==> src/rtl/hp_slot_pkg.sv <==
package hp_slot_pkg;
  localparam int STA_ABP   = 0;
  localparam int STA_PFD   = 1;
  localparam int STA_PDC   = 3;
  localparam int STA_CC    = 4;
  localparam int STA_PDS   = 6;
  localparam int STA_DLLSC = 8;

  localparam int CTL_ABPE  = 0;
  localparam int CTL_PDCE  = 3;
  localparam int CTL_CCIE  = 4;
  localparam int CTL_HPIE  = 5;
  localparam int AIND_LO   = 6;
  localparam int PIND_LO   = 8;

  localparam logic [1:0]  IND_OFF  = 2'b11;
  localparam logic [15:0] W1C_MASK = (16'd1 << STA_ABP) | (16'd1 << STA_PFD) |
                                     (16'd1 << STA_PDC) | (16'd1 << STA_CC)  |
                                     (16'd1 << STA_DLLSC);
  localparam logic [15:0] HP_MASK  = (16'd1 << CTL_ABPE) | (16'd1 << CTL_PDCE);
  localparam logic [15:0] CTL_RST  = (16'(IND_OFF) << PIND_LO) | (16'(IND_OFF) << AIND_LO);

  function automatic logic pwr_off(input logic [15:0] ctl);
    return ctl[PIND_LO +: 2] == IND_OFF;
  endfunction

  function automatic logic is_removal(input logic pds, input logic [15:0] nctl,
                                      input logic [15:0] octl);
    return pds && pwr_off(nctl) && !pwr_off(octl);
  endfunction

  function automatic logic hp_fire(input logic [15:0] sta, input logic [15:0] ctl);
    return ctl[CTL_HPIE] && ((sta & ctl & HP_MASK) != 16'd0);
  endfunction

  function automatic logic cc_fire(input logic [15:0] sta, input logic [15:0] ctl);
    return ctl[CTL_CCIE] && sta[STA_CC];
  endfunction

  function automatic logic [15:0] w1c(input logic [15:0] cur, input logic [15:0] wv);
    return cur & ~(wv & W1C_MASK);
  endfunction
endpackage

==> src/rtl/hp_slot_decode.sv <==
module hp_slot_decode #(
  parameter int ADDR_W     = 4,
  parameter int CAP_DWORDS = 15,
  parameter int SLOT_DW    = 6
) (
  input  logic              wr,
  input  logic [ADDR_W-1:0] addr,
  input  logic [3:0]        be,
  output logic              cap_wr,
  output logic              ctl_sel,
  output logic              sta_sel,
  output logic              slot_hit
);
  localparam logic [ADDR_W-1:0] SLOT_A  = ADDR_W'(SLOT_DW);
  localparam logic [ADDR_W:0]   CAP_LIM = (ADDR_W+1)'(CAP_DWORDS);

  assign slot_hit = (addr == SLOT_A);
  assign cap_wr   = wr && ({1'b0, addr} < CAP_LIM);
  assign ctl_sel  = wr && slot_hit && (be == 4'b0011);
  assign sta_sel  = wr && slot_hit && (be == 4'b1100);
endmodule

==> src/rtl/hp_slot_ctrl.sv <==
module hp_slot_ctrl
  import hp_slot_pkg::*;
#(
  parameter bit SLOT_IMPL = 1'b1
) (
  input  logic        clk,
  input  logic        rst_n,
  input  logic        ctl_wr,
  input  logic [15:0] wdata,
  output logic [15:0] ctl_q
);
  generate
    if (SLOT_IMPL) begin : g_impl
      logic [15:0] ctl_r;
      always_ff @(posedge clk) begin
        if (!rst_n)      ctl_r <= CTL_RST;
        else if (ctl_wr) ctl_r <= wdata;
      end
      assign ctl_q = ctl_r;

      // without an accepted write, control holds
      p_ctl_hold_r3: assert property (@(posedge clk) disable iff (!rst_n)
        !ctl_wr |=> $stable(ctl_q));
    end else begin : g_none
      assign ctl_q = 16'd0;
    end
  endgenerate
endmodule

==> src/rtl/hp_slot_status.sv <==
module hp_slot_status
  import hp_slot_pkg::*;
(
  input  logic        clk,
  input  logic        rst_n,
  input  logic        ctl_wr,
  input  logic [15:0] new_ctl,
  input  logic [15:0] old_ctl,
  input  logic        sta_wr,
  input  logic [15:0] sta_wv,
  input  logic [15:0] set_vec,
  output logic [15:0] sta_q,
  output logic [15:0] sta_next,
  output logic        removal_evt,
  output logic        cc_evt
);
  assign removal_evt = ctl_wr && is_removal(sta_q[STA_PDS], new_ctl, old_ctl);
  assign cc_evt      = ctl_wr && (new_ctl != old_ctl);

  always_comb begin
    sta_next = sta_q;
    if (sta_wr) sta_next = w1c(sta_next, sta_wv);
    if (removal_evt) begin
      sta_next[STA_PDS] = 1'b0;
      sta_next[STA_PDC] = 1'b1;
    end
    if (cc_evt) sta_next[STA_CC] = 1'b1;
    sta_next = sta_next | set_vec;
  end

  always_ff @(posedge clk) begin
    if (!rst_n) sta_q <= 16'd0;
    else        sta_q <= sta_next;
  end

  // removal drops presence state and records the change
  p_removal_r4: assert property (@(posedge clk) disable iff (!rst_n)
    removal_evt && !set_vec[STA_PDS] |=> !sta_q[STA_PDS] && sta_q[STA_PDC]);
  // one written to attention bit clears it
  p_w1c_abp_r8: assert property (@(posedge clk) disable iff (!rst_n)
    sta_wr && sta_wv[STA_ABP] && !set_vec[STA_ABP] |=> !sta_q[STA_ABP]);
  // set pulses always land
  p_set_wins_r11: assert property (@(posedge clk) disable iff (!rst_n)
    (set_vec != 16'd0) |=> ((sta_q & $past(set_vec)) == $past(set_vec)));
  // no access and no event keeps status steady
  p_sta_hold_r12: assert property (@(posedge clk) disable iff (!rst_n)
    !sta_wr && !ctl_wr && (set_vec == 16'd0) |=> $stable(sta_q));
endmodule

==> src/rtl/hp_slot_regs.sv <==
module hp_slot_regs
  import hp_slot_pkg::*;
#(
  parameter bit SLOT_IMPL  = 1'b1,
  parameter int ADDR_W     = 4,
  parameter int CAP_DWORDS = 15,
  parameter int SLOT_DW    = 6
) (
  input  logic              clk,
  input  logic              rst_n,
  input  logic              msi_en,
  input  logic              bus_wr,
  input  logic [ADDR_W-1:0] bus_addr,
  input  logic [3:0]        bus_be,
  input  logic [31:0]       bus_wdata,
  output logic [31:0]       bus_rdata,
  input  logic              ev_attn_btn,
  input  logic              ev_pwr_fault,
  input  logic              ev_pres_chg,
  input  logic              ev_pres_state,
  input  logic              ev_link_chg,
  output logic              irq_req,
  output logic              removal_flag
);
  logic        cap_wr, ctl_sel, sta_sel, slot_hit;
  logic        ctl_wr_eff, sta_wr_eff;
  logic [15:0] ctl_q, sta_q, sta_next, set_vec;
  logic        removal_evt, cc_evt, irq_fire;
  logic        irq_q, removal_q;

  hp_slot_decode #(.ADDR_W(ADDR_W), .CAP_DWORDS(CAP_DWORDS), .SLOT_DW(SLOT_DW)) u_dec (
    .wr(bus_wr), .addr(bus_addr), .be(bus_be),
    .cap_wr(cap_wr), .ctl_sel(ctl_sel), .sta_sel(sta_sel), .slot_hit(slot_hit)
  );

  assign ctl_wr_eff = ctl_sel && SLOT_IMPL;
  assign sta_wr_eff = sta_sel && SLOT_IMPL;

  always_comb begin
    set_vec            = 16'd0;
    set_vec[STA_ABP]   = ev_attn_btn;
    set_vec[STA_PFD]   = ev_pwr_fault;
    set_vec[STA_PDC]   = ev_pres_chg;
    set_vec[STA_PDS]   = ev_pres_state;
    set_vec[STA_DLLSC] = ev_link_chg;
  end

  hp_slot_ctrl #(.SLOT_IMPL(SLOT_IMPL)) u_ctl (
    .clk(clk), .rst_n(rst_n), .ctl_wr(ctl_wr_eff),
    .wdata(bus_wdata[15:0]), .ctl_q(ctl_q)
  );

  hp_slot_status u_sta (
    .clk(clk), .rst_n(rst_n), .ctl_wr(ctl_wr_eff),
    .new_ctl(bus_wdata[15:0]), .old_ctl(ctl_q),
    .sta_wr(sta_wr_eff), .sta_wv(bus_wdata[31:16]), .set_vec(set_vec),
    .sta_q(sta_q), .sta_next(sta_next),
    .removal_evt(removal_evt), .cc_evt(cc_evt)
  );

  assign irq_fire = msi_en &&
    ((removal_evt && hp_fire(sta_next, bus_wdata[15:0])) ||
     (cc_evt && cc_fire(sta_next, bus_wdata[15:0])));

  always_ff @(posedge clk) begin
    if (!rst_n) begin
      irq_q     <= 1'b0;
      removal_q <= 1'b0;
    end else begin
      irq_q <= irq_fire;
      if (cap_wr) removal_q <= removal_evt;
    end
  end

  assign bus_rdata    = slot_hit ? {sta_q, ctl_q} : 32'd0;
  assign irq_req      = irq_q;
  assign removal_flag = removal_q;

  // a request follows only a control write made while enabled
  p_irq_gate_r10: assert property (@(posedge clk) disable iff (!rst_n)
    irq_req |-> $past(msi_en) && $past(ctl_wr_eff));
  // no control write, no request in the following cycle
  p_irq_quiet_r10: assert property (@(posedge clk) disable iff (!rst_n)
    !ctl_wr_eff |=> !irq_req);
  // a non-removal capability write lowers the flag
  p_rm_clear_r9: assert property (@(posedge clk) disable iff (!rst_n)
    cap_wr && !removal_evt |=> !removal_flag);
  // a changing control write leaves command completed set
  p_cc_set_r5: assert property (@(posedge clk) disable iff (!rst_n)
    cc_evt |=> sta_q[STA_CC]);
endmodule

==> config.mk <==
export PLATFORM = sky130hd
export DESIGN_NAME = hp_slot_regs
export DESIGN_NICKNAME = d
export VERILOG_FILES = /design/src/rtl/hp_slot_pkg.sv /design/src/rtl/hp_slot_decode.sv /design/src/rtl/hp_slot_ctrl.sv /design/src/rtl/hp_slot_status.sv /design/src/rtl/hp_slot_regs.sv
export SDC_FILE = /design/constraint.sdc
export NUM_CORES = 1
export LEC_CHECK = 0
export CORE_AREA = 2 2 62 64
export DETAILED_ROUTE_END_ITERATION = 6
export DIE_AREA = 0 0 64 66
export GPL_ROUTABILITY_DRIVEN = 0
export PLACE_DENSITY = 0.88
export SLEW_MARGIN = 20
export SYNTH_ARGS = -nofsm -noshare
export SYNTH_HDL_FRONTEND = slang
export SYNTH_SLANG_ARGS = --single-unit
==> constraint.sdc <==
create_clock -name clk -period 2.55 [get_ports clk]
set_input_delay 0.51 -clock clk [delete_from_list [all_inputs] [get_ports clk]]
set_output_delay 0.51 -clock clk [all_outputs]
set_load 0.01 [all_outputs]
==> impl_metrics.json <==
{
  "status": "complete, no violations",
  "coreArea_um2": 3550,
  "yosys.area.top_type_share": 0.357,
  "hold_viol": 0,
  "dp_hpwl_mm": 2.44,
  "grt_overflow": 0,
  "crit_path_start_kind": "primary input",
  "fmax_ghz": 0.427,
  "path_max_fanout": 24,
  "grt_pass1_vias": 1184,
  "worstPathArrival_ps": 1830,
  "min_period_ps": 2340,
  "slew_violations": 0,
  "wire_per_inst_um": 12.2,
  "yosysWarningCount": 0,
  "crit_path_top_delay_cell": "clkdlybuf4s50_1",
  "worst_r2r_startpoint": "u_ctl.ctl_q[10]",
  "cts_buffers": 3,
  "htree_levels": 1,
  "syn_to_final_growth_pct": 49.8,
  "drc": 0,
  "layout_common_cells": "clkdlybuf4s50_1, dfxtp_1, and2_1, dlygate4sd2_1",
  "synth_area_um2": 1350,
  "cpPeakStageDelay_ps": 470,
  "antenna_found_initial": 0,
  "fin_crit_sh": 0.918,
  "fin_cells": 259,
  "final_util": 0.568,
  "drive_gt1_frac": 0.0616,
  "antenna_left": 0,
  "required_ps": 2040,
  "cts-root-buf": "clkbuf_4",
  "drt_iter0_drc": 17,
  "r2r_setup_slack_ps": 1190,
  "hold_class": "reg2reg",
  "via_count": 1188,
  "p_per_area_nw_per_um2": 386,
  "r2r_end": "u_sta.sta_q[4]",
  "hold_depth": 1,
  "setup_slack_ps": 209,
  "p_leak_nw": 1.02,
  "fin_tns_setup_ps": 0,
  "drt-pass1-iter-count": 2,
  "hold_buffers": 0,
  "path_cells": "clkdlybuf4s50_1, and4bb_2, buf_12, and2_1, dlygate4sd2_1",
  "initial_utilization": 0.379,
  "syn_inst": 148,
  "dieWidth_um": 64,
  "grt_pass1_wl_mm": 5.20,
  "wirelength_mm": 3.15,
  "endpoint_kind": "output pin",
  "synth_area_per_cell_um2": 9.10,
  "grt_max_degree": 25,
  "cap_viol_max_count": 0,
  "finalSetupViolCount": 0,
  "holdPathEnd": "u_sta.sta_q[4]",
  "p_total_mw": 0.779,
  "layout_commonest_cell": "clkdlybuf4s50_1",
  "io_pins": 83,
  "dpl_worst_slack_ps": -72.8,
  "cts_sinks": 24,
  "crit_type": "in2out",
  "dp.cells": 255,
  "rsz0062_at_grt": "false",
  "gr-usage-all-layers": 0.152,
  "cts_buffer_depth": 2,
  "yosys-top-cells-area": "dfxtp_1, mux2i_1, xor2_1, and2_1, buf_4",
  "vias_per_cell": 4.59,
  "rr_worst_depth": 4,
  "ys_types": 25,
  "die_y_um": 66,
  "die-area_um2": 4220,
  "vdd_drop_max_v": 0.000230,
  "path_clk_slew_ps": 130,
  "nets": 261,
  "io_buffers": 61,
  "rows": 22,
  "cts_tree": "yes",
  "post-cts-setup-buffers": 0,
  "ys_ff_latch": 24,
  "synth_top_cell_by_area": "dfxtp_1",
  "antenna_cells": 0,
  "min_from": "u_sta.sta_q[4]",
  "yosysSeqAreaShare": 0.357,
  "clock_skew_ps": 13.4,
  "clock_latency_ps": 310
}
-- per-layer routing --
| metal | vias up | share of wire | wire, µm | track usage |
|---|---|---|---|---|
| met4 | 0 | 0.017 | 52 | 0.0543 |
| met2 | 38 | 0.50 | 1560 | 0.280 |
| li1 | 607 | - | - | - |
| met5 | - | 0 | 0 | 0 |
| met1 | 537 | 0.44 | 1380 | 0.177 |
| met3 | 6 | 0.049 | 153 | 0.0256 |
-- worst max-delay path: cells and delay by family --
| kind | cells | cell delay [ps] |
|---|---|---|
| buf+inv | 3 | 900 |
| simple gates | 2 | 410 |
-- cell type report --
class	instances	area (µm²)
flip-flops and latches	24	480
clock buffers	3	22.5
multi-input cells	115	783
well taps	48	60.1
inverters	2	7.51
repair buffers	66	633
fillers	332	1530
clock inverters	1	30.0
-- flip-flops by register name (all words and copies together) (netlist names) --
| name | flops |
|---|---|
| irq_req | 1 |
| removal_flag | 1 |
| u_ctl.ctl_q | 16 |
| u_sta.sta_q | 6 |
-- power by group --
part | leakage, nW | internal (mW) | switching [mW] | total (mW)
Sequential | 0.195 | 0.381 | 0.00270 | 0.384
Clock | 0.0279 | 0.159 | 0.119 | 0.278
Combinational | 0.801 | 0.0726 | 0.0445 | 0.117
-- synth_stat cells --
| cell | instances |
|---|---|
| dfxtp_1 | 24 |
| and2_1 | 22 |
| mux2i_1 | 16 |
| xor2_1 | 16 |
| nor2_1 | 15 |
| buf_4 | 11 |
| nand2_1 | 7 |
| a21boi_0 | 5 |
| o21a_1 | 5 |
| clkbuf_1 | 4 |
| nor4_1 | 4 |
| nand4_1 | 3 |
| and4bb_2 | 2 |
| inv_1 | 2 |
| o21ai_0 | 2 |
| a21oi_1 | 1 |
| a31o_1 | 1 |
| a32o_1 | 1 |
| and3_1 | 1 |
| buf_6 | 1 |
| conb_1 | 1 |
| nand3_2 | 1 |
| nor4_2 | 1 |
| nor4bb_1 | 1 |
| o31a_1 | 1 |
-- metrics by stage --
step,hold slack [ps],cell area [µm²]
final,513,2020
after floorplan,460,1380
after global placement,470,1990
after global routing,551,2020
after CTS,519,2020
after detailed placement,488,1990
-- logic make-up after synthesis --
kind of cell    synth area share
compound gates            0.0874
mux                        0.119
other cells              0.00279
xor+xnor                   0.104
simple gates               0.243
flops                      0.357
buf+inv                   0.0864
-- how the worst max path moves through the flow --
stage / from / endpoint / slack [ps]
after global routing: bus_addr[3] / bus_rdata[20] / 130
after floorplan: bus_addr[0] / bus_rdata[0] / 810
after global placement: bus_addr[0] / bus_rdata[4] / -40
after detailed placement: bus_addr[3] / bus_rdata[11] / -70
after CTS: bus_addr[0] / bus_rdata[11] / 190
final: bus_addr[0] / bus_rdata[11] / 210
-- timing repair --
| item | CTS | global route |
|---|---|---|
| setup endpoints to repair | 22 | 0 |
| endpoints found under the hold margin | 0 | 0 |
| gates resized for setup | 22 | 0 |
No activity file was read; power rests on OpenSTA's default activity.
